### src/rtl/mbx_pkg.sv
package mbx_pkg;
  localparam int unsigned OUT_FULL_BIT = 0;
  localparam int unsigned IN_FULL_BIT  = 1;
  localparam int unsigned IDLE_BIT     = 2;
  localparam int unsigned FLAG_CNT     = 3;
endpackage

### src/rtl/mbx_edge.sv
module mbx_edge (
  input  logic clk_i,
  input  logic rst_ni,
  input  logic lvl_i,
  output logic q_o,
  output logic rise_o,
  output logic fall_o
);
  logic q;
  always_ff @(posedge clk_i or negedge rst_ni) begin
    if (!rst_ni) q <= 1'b0;
    else         q <= lvl_i;
  end
  assign q_o    = q;
  assign rise_o = lvl_i & ~q;
  assign fall_o = ~lvl_i & q;
endmodule

### src/rtl/mbx_host_dec.sv
module mbx_host_dec #(
  parameter int unsigned DATA_W = 8,
  parameter int unsigned ADDR_W = 4,
  parameter logic [ADDR_W-1:0] DATA_OFS = 'hE,
  parameter logic [ADDR_W-1:0] STAT_OFS = 'hF
) (
  input  logic              cs_i,
  input  logic              rd_i,
  input  logic              wr_i,
  input  logic [ADDR_W-1:0] addr_i,
  input  logic [DATA_W-1:0] out_byte_i,
  input  logic              out_full_i,
  input  logic              in_full_i,
  input  logic              idle_i,
  output logic              data_wr_lvl_o,
  output logic              data_rd_lvl_o,
  output logic [DATA_W-1:0] rdata_o
);
  import mbx_pkg::*;

  logic sel_data, sel_stat;
  logic [DATA_W-1:0] stat;

  assign sel_data      = cs_i & (addr_i == DATA_OFS);
  assign sel_stat      = cs_i & (addr_i == STAT_OFS);
  assign data_wr_lvl_o = sel_data & wr_i;
  assign data_rd_lvl_o = sel_data & rd_i;

  always_comb begin
    stat               = '0;
    stat[OUT_FULL_BIT] = out_full_i;
    stat[IN_FULL_BIT]  = in_full_i;
    stat[IDLE_BIT]     = idle_i;
  end

  always_comb begin
    rdata_o = '0;
    if (rd_i) begin
      if (sel_data)      rdata_o = out_byte_i;
      else if (sel_stat) rdata_o = stat;
    end
  end
endmodule

### src/rtl/mbx_flags.sv
module mbx_flags #(
  parameter int unsigned DATA_W = 8
) (
  input  logic              clk_i,
  input  logic              rst_ni,
  input  logic              host_wr_rise_i,
  input  logic [DATA_W-1:0] host_wdata_i,
  input  logic              host_rd_fall_i,
  input  logic              sub_wr_rise_i,
  input  logic [DATA_W-1:0] sub_wdata_i,
  input  logic              sub_rd_lvl_i,
  input  logic              sub_rd_fall_i,
  output logic [DATA_W-1:0] in_byte_o,
  output logic [DATA_W-1:0] out_byte_o,
  output logic              in_full_o,
  output logic              out_full_o,
  output logic              idle_o
);
  logic [DATA_W-1:0] in_q, out_q;
  logic in_full_q, out_full_q, idle_q;
  logic host_wr_ok;

  // host may only load while the sub side is idle and the slot is empty
  assign host_wr_ok = host_wr_rise_i & idle_q & ~in_full_q;

  always_ff @(posedge clk_i or negedge rst_ni) begin
    if (!rst_ni) begin
      in_q       <= '0;
      out_q      <= '0;
      in_full_q  <= 1'b0;
      out_full_q <= 1'b0;
      idle_q     <= 1'b1;
    end else begin
      idle_q <= ~sub_rd_lvl_i;
      if (host_wr_ok) begin
        in_q      <= host_wdata_i;
        in_full_q <= 1'b1;
      end else if (sub_rd_fall_i) begin
        in_full_q <= 1'b0;
      end
      if (sub_wr_rise_i) begin
        out_q      <= sub_wdata_i;
        out_full_q <= 1'b1;
      end else if (host_rd_fall_i) begin
        out_full_q <= 1'b0;
      end
    end
  end

  assign in_byte_o  = in_q;
  assign out_byte_o = out_q;
  assign in_full_o  = in_full_q;
  assign out_full_o = out_full_q;
  assign idle_o     = idle_q;
endmodule

### src/rtl/byte_mailbox.sv
module byte_mailbox #(
  parameter int unsigned DATA_W = 8,
  parameter int unsigned ADDR_W = 4,
  parameter logic [ADDR_W-1:0] DATA_OFS = 'hE,
  parameter logic [ADDR_W-1:0] STAT_OFS = 'hF
) (
  input  logic              clk_i,
  input  logic              rst_ni,
  input  logic              host_cs_i,
  input  logic              host_rd_i,
  input  logic              host_wr_i,
  input  logic [ADDR_W-1:0] host_addr_i,
  input  logic [DATA_W-1:0] host_wdata_i,
  output logic [DATA_W-1:0] host_rdata_o,
  output logic              host_irq_o,
  input  logic              sub_rd_i,
  input  logic              sub_wr_i,
  input  logic [DATA_W-1:0] sub_wdata_i,
  output logic [DATA_W-1:0] sub_rdata_o,
  output logic              sub_irq_o
);
  localparam int unsigned N_STB = 4;
  localparam int unsigned S_HWR = 0;
  localparam int unsigned S_HRD = 1;
  localparam int unsigned S_SWR = 2;
  localparam int unsigned S_SRD = 3;

  logic [N_STB-1:0] stb_lvl, stb_q, stb_rise, stb_fall;
  logic [DATA_W-1:0] in_byte, out_byte;
  logic ibf, obf, clm;
  logic data_wr_lvl, data_rd_lvl;

  mbx_host_dec #(
    .DATA_W(DATA_W), .ADDR_W(ADDR_W), .DATA_OFS(DATA_OFS), .STAT_OFS(STAT_OFS)
  ) i_dec (
    .cs_i(host_cs_i), .rd_i(host_rd_i), .wr_i(host_wr_i), .addr_i(host_addr_i),
    .out_byte_i(out_byte), .out_full_i(obf), .in_full_i(ibf), .idle_i(clm),
    .data_wr_lvl_o(data_wr_lvl), .data_rd_lvl_o(data_rd_lvl), .rdata_o(host_rdata_o)
  );

  assign stb_lvl[S_HWR] = data_wr_lvl;
  assign stb_lvl[S_HRD] = data_rd_lvl;
  assign stb_lvl[S_SWR] = sub_wr_i;
  assign stb_lvl[S_SRD] = sub_rd_i;

  for (genvar g = 0; g < N_STB; g++) begin : g_stb
    mbx_edge i_edge (
      .clk_i(clk_i), .rst_ni(rst_ni), .lvl_i(stb_lvl[g]),
      .q_o(stb_q[g]), .rise_o(stb_rise[g]), .fall_o(stb_fall[g])
    );
  end

  mbx_flags #(.DATA_W(DATA_W)) i_flags (
    .clk_i(clk_i), .rst_ni(rst_ni),
    .host_wr_rise_i(stb_rise[S_HWR]), .host_wdata_i(host_wdata_i),
    .host_rd_fall_i(stb_fall[S_HRD]),
    .sub_wr_rise_i(stb_rise[S_SWR]), .sub_wdata_i(sub_wdata_i),
    .sub_rd_lvl_i(sub_rd_i), .sub_rd_fall_i(stb_fall[S_SRD]),
    .in_byte_o(in_byte), .out_byte_o(out_byte),
    .in_full_o(ibf), .out_full_o(obf), .idle_o(clm)
  );

  assign sub_rdata_o = in_byte;
  assign sub_irq_o   = ibf;
  assign host_irq_o  = obf;
endmodule

### config.mk
export PLATFORM = sky130hd
export DESIGN_NAME = byte_mailbox
export DESIGN_NICKNAME = d
export VERILOG_FILES = /design/src/rtl/mbx_pkg.sv /design/src/rtl/mbx_edge.sv /design/src/rtl/mbx_host_dec.sv /design/src/rtl/mbx_flags.sv /design/src/rtl/byte_mailbox.sv
export SDC_FILE = /design/constraint.sdc
export NUM_CORES = 1
export LEC_CHECK = 0
export BUFFER_PORTS_ARGS = -buffer_cell sky130_fd_sc_hd__buf_2
export CORE_MARGIN = 2
export CORE_UTILIZATION = 44
export DETAILED_ROUTE_END_ITERATION = 16
export GPL_TIMING_DRIVEN = 1
export HOLD_SLACK_MARGIN = 0.05
export PLACE_DENSITY = 0.76
export SETUP_SLACK_MARGIN = 0.2
export SYNTH_ARGS = -nofsm -noshare
export SYNTH_HDL_FRONTEND = slang
export SYNTH_SLANG_ARGS = --single-unit
export TNS_END_PERCENT = 20
### constraint.sdc
create_clock -name clk_i -period 1.9 [get_ports clk_i]
set_input_delay 0.095 -clock clk_i [delete_from_list [all_inputs] [get_ports clk_i]]
set_output_delay 0.095 -clock clk_i [all_outputs]
set_load 0.005 [all_outputs]
==> key figures <==
Run status
  • Status: finished clean

Pwr
  • P_sw: between 200 and 250 uW
  • Seq pwr share: 59.7%
  • Comb power frac: ~18%
  • Sw frac: between 20 and 25%
  • Clock power share: between 20% and 30%
  • P per Cell Area: ~660 nW/um^2
  • Cell internal pwr: approximately 730 uW
  • Lkg Pwr: approximately 0.76 nW
  • Peak supply drop: approximately 0.52 mV

Cells and area
  • Area Growth Syn to Fin: 50.13%
  • Number of fill cells: ~160
  • Share of cells above drive strength 1: ~50%
  • Number of diodes: 0
  • Net count, final: 162

Placement
  • Post-DP HPWL: 1400 um
  • PortBufs: 44
  • RePlAce Congestion: around 0.7
  • Worst slack, placed: 0.4913 ns

Floorplan
  • Die ar.: between 2000 and 3000 sq um
  • Core area: between 2000 and 2500 sq um
  • Die W: 50.55 um
  • Top Ports: 45
  • Row cnt: 16
  • Die height: approximately 50 um
  • Initial Util: a little under half

Setup path
  • R2R Path End: i_flags.in_byte_o[1]
  • Reg2Reg Setup Slack: 0.49 ns
  • Arr. time, crit path: 1.51 ns
  • CP max FO: 6
  • Origin of the critical flop-to-flop path: i_flags.idle_o
  • Setup CP Type: primary input to output pin
  • Critical Path End Type: output pin
  • WP data required: about 1.8 ns
  • End of the critical path: host_rdata_o[4]
  • Crit. Startpoint: host_addr_i[0]
  • Startpoint types: primary input
  • Reg2reg path depth: 3

GRT
  • Vias in the first global route: 846
  • Initial antenna violation count: 0
  • Grt ovf: 0
  • First-pass GRT wire length: approximately 3600 um
  • Pin count of the biggest net entering global routing: 24
  • GRT Total Usage: between 10% and 20%

Drt
  • # DRC: 0
  • Detailed Routing Iterations Pass 1: 3
  • Via/cell ratio: 4.578
  • WL per Instance: 12.61 um
  • Final wirelength: between 2000 and 2500 um
  • Post-DRT Antenna Nets: 0
  • Total number of vias: ~740
  • Detailed router's first-iteration violation count: 3

STA
  • Worst Skew: 0.001126 ns
  • Normalized max-slew margin: 67.18%
  • Final hold slack: between 0.07 and 0.08 ns
  • Final hold vios: 0
  • Ratio of final minimum period to clock period: between 80% and 90%
  • F_max: ~0.62 GHz
  • Tmin final: approximately 1.6 ns
  • RSZ-0062 raised after global routing: no
  • Setup violators final: 0
  • Worst slew pin tran: between 0.4 and 0.5 ns
  • TNS Setup: 0 ns
  • Setup ws final: around 0.3 ns
  • Final Max Slew Viols: 0

Clocking
  • # resized after CTS: 0
  • Sink Count: 23
  • CTS Buf Count: 3
  • Clk pin slew, worst setup/hold paths: 0.11 ns
  • CTS tree: yes
  • H-tree depth: 1
  • Clock Path Buffers: 2
  • # hold bufs at CTS: 20
  • Setup Buffers After CTS: 0
  • Clock root buffer: clkbuf_4
  • Later-pin clock latency in the skew report: 0.30 ns

Synthesis
  • Yosys warns: 0
  • Synthesized area: roughly 950 sq um
  • Sequential share of the synthesized area: between 60% and 70%
  • Avg Cell Area, Syn: ~14 sq um
  • Synth Register Bits: 23
  • Post-Syn Instances: 67
  • Post-Syn Nets: 94
  • Count of different cell masters after synthesis: 18

Hold path
  • Hold/Removal Path Class: primary input to register

Run
  • Max Cap Viol: 0
## worst min-delay path by stage
stage                          from                     to  cells after the start
after global routing      host_wr_i    g_stb[0].i_edge.q_o                      2
after CTS                 host_wr_i    g_stb[0].i_edge.q_o                      2
after detailed placement     rst_ni    g_stb[1].i_edge.q_o                      1
after global placement       rst_ni  i_flags.out_byte_o[4]                      1
after floorplan              rst_ni    g_stb[0].i_edge.q_o                      0
final                     host_wr_i    g_stb[0].i_edge.q_o                      2
## power by group through the flow
stage / sequential, mW / combinational, mW / clock, mW
after floorplan: 0.574 / 0.0667 / 0
after global placement: 0.574 / 0.134 / 0
after detailed placement: 0.576 / 0.140 / 0
after CTS: 0.566 / 0.172 / 0.226
after global routing: 0.574 / 0.189 / 0.255
final: 0.567 / 0.169 / 0.213
## cell type report
type | count | area, sq um | area share, %
Multi-Input combinational cell | 40 | 359.1 | 25.09
Sequential cell | 23 | 576.8 | 40.30
Timing Repair Buffer | 65 | 427.9 | 29.90
Clock buffer | 4 | 26.28 | 1.836
Tap cell | 27 | 33.78 | 2.360
Inverter | 2 | 7.507 | 0.5245
## sequential cells by signal, summed over array words and instances (netlist names)
name / flops
i_flags.out_full_o: 1
i_flags.in_full_o: 1
i_flags.idle_o: 1
g_stb.i_edge.q_o: 4
i_flags.out_byte_o: 8
i_flags.in_byte_o: 8
## through the flow
stage | cell area [sq um] | util (%) | cells | power (mW)
after detailed placement | 1205 | 60.19 | 137 | 0.7161
after CTS | 1431 | 71.50 | 161 | 0.9643
after floorplan | 953.4 | - | 67 | 0.6404
after global routing | 1431 | 71.50 | 161 | 1.018
final | 1431 | 71.50 | 161 | 0.9492
after global placement | 1205 | 60.19 | 137 | 0.7080
## layout by cell type, fill, tap and decap left out, drive strengths merged
cell type    count
and4             1
nand4b           1
mux2            16
inv              2
nand4            1
mux2i            3
buf             45
nor3b            2
dfstp            1
and2             5
dfrtp           22
a21o             1
dlygate4sd3     20
nor2             4
nand2b           1
nor2b            1
clkbuf           4
nand2            2
o21ai            2
## synth_stat cells
| cell type | number | area (sq um) |
|---|---|---|
| nand4_1 | 1 | 6.260 |
| nor2_1 | 4 | 15.01 |
| a21o_1 | 1 | 7.510 |
| nand4b_4 | 1 | 23.77 |
| nor3b_4 | 1 | 18.77 |
| nand2_1 | 2 | 7.510 |
| mux2i_1 | 3 | 30.03 |
| nand2b_1 | 1 | 6.260 |
| buf_2 | 2 | 10.01 |
| mux2_2 | 16 | 180.2 |
| dfstp_2 | 1 | 26.28 |
| o21ai_0 | 2 | 10.01 |
| nor2b_1 | 1 | 6.260 |
| and2_1 | 5 | 31.28 |
| inv_1 | 2 | 7.510 |
| nor3b_1 | 1 | 7.510 |
| and4_1 | 1 | 8.760 |
| dfrtp_1 | 22 | 550.5 |
## layer usage
layer / vias to the layer above / part of all wire (%) / GRT usage [%]
met5: - / 0 / 0
met3: 2 / 3.9 / 1.488
met2: 20 / 58 / 37.72
met1: 350 / 37 / 19.29
met4: 0 / 0.94 / 9.459
li1: 365 / - / -
## cells by family (layout without fill, tap and decap cells)
kind of cell / after synthesis / in the layout / synth area share (%)
flip-flops: 23 / 23 / 60.50
AND/OR/NAND/NOR: 18 / 18 / 13.78
AO/OA/AOI/OAI: 3 / 3 / 1.838
buffers and inverters: 4 / 71 / 1.838
multiplexers: 19 / 19 / 22.05
## worst max-delay path, stage by stage
cell and delay [ns]:
dlygate4sd3_1 0.53, buf_2 0.16, nand2b_1 0.16, nor2_1 0.27, and2_1 0.18, buf_2 0.11
Power figures use the tool's default switching activity.
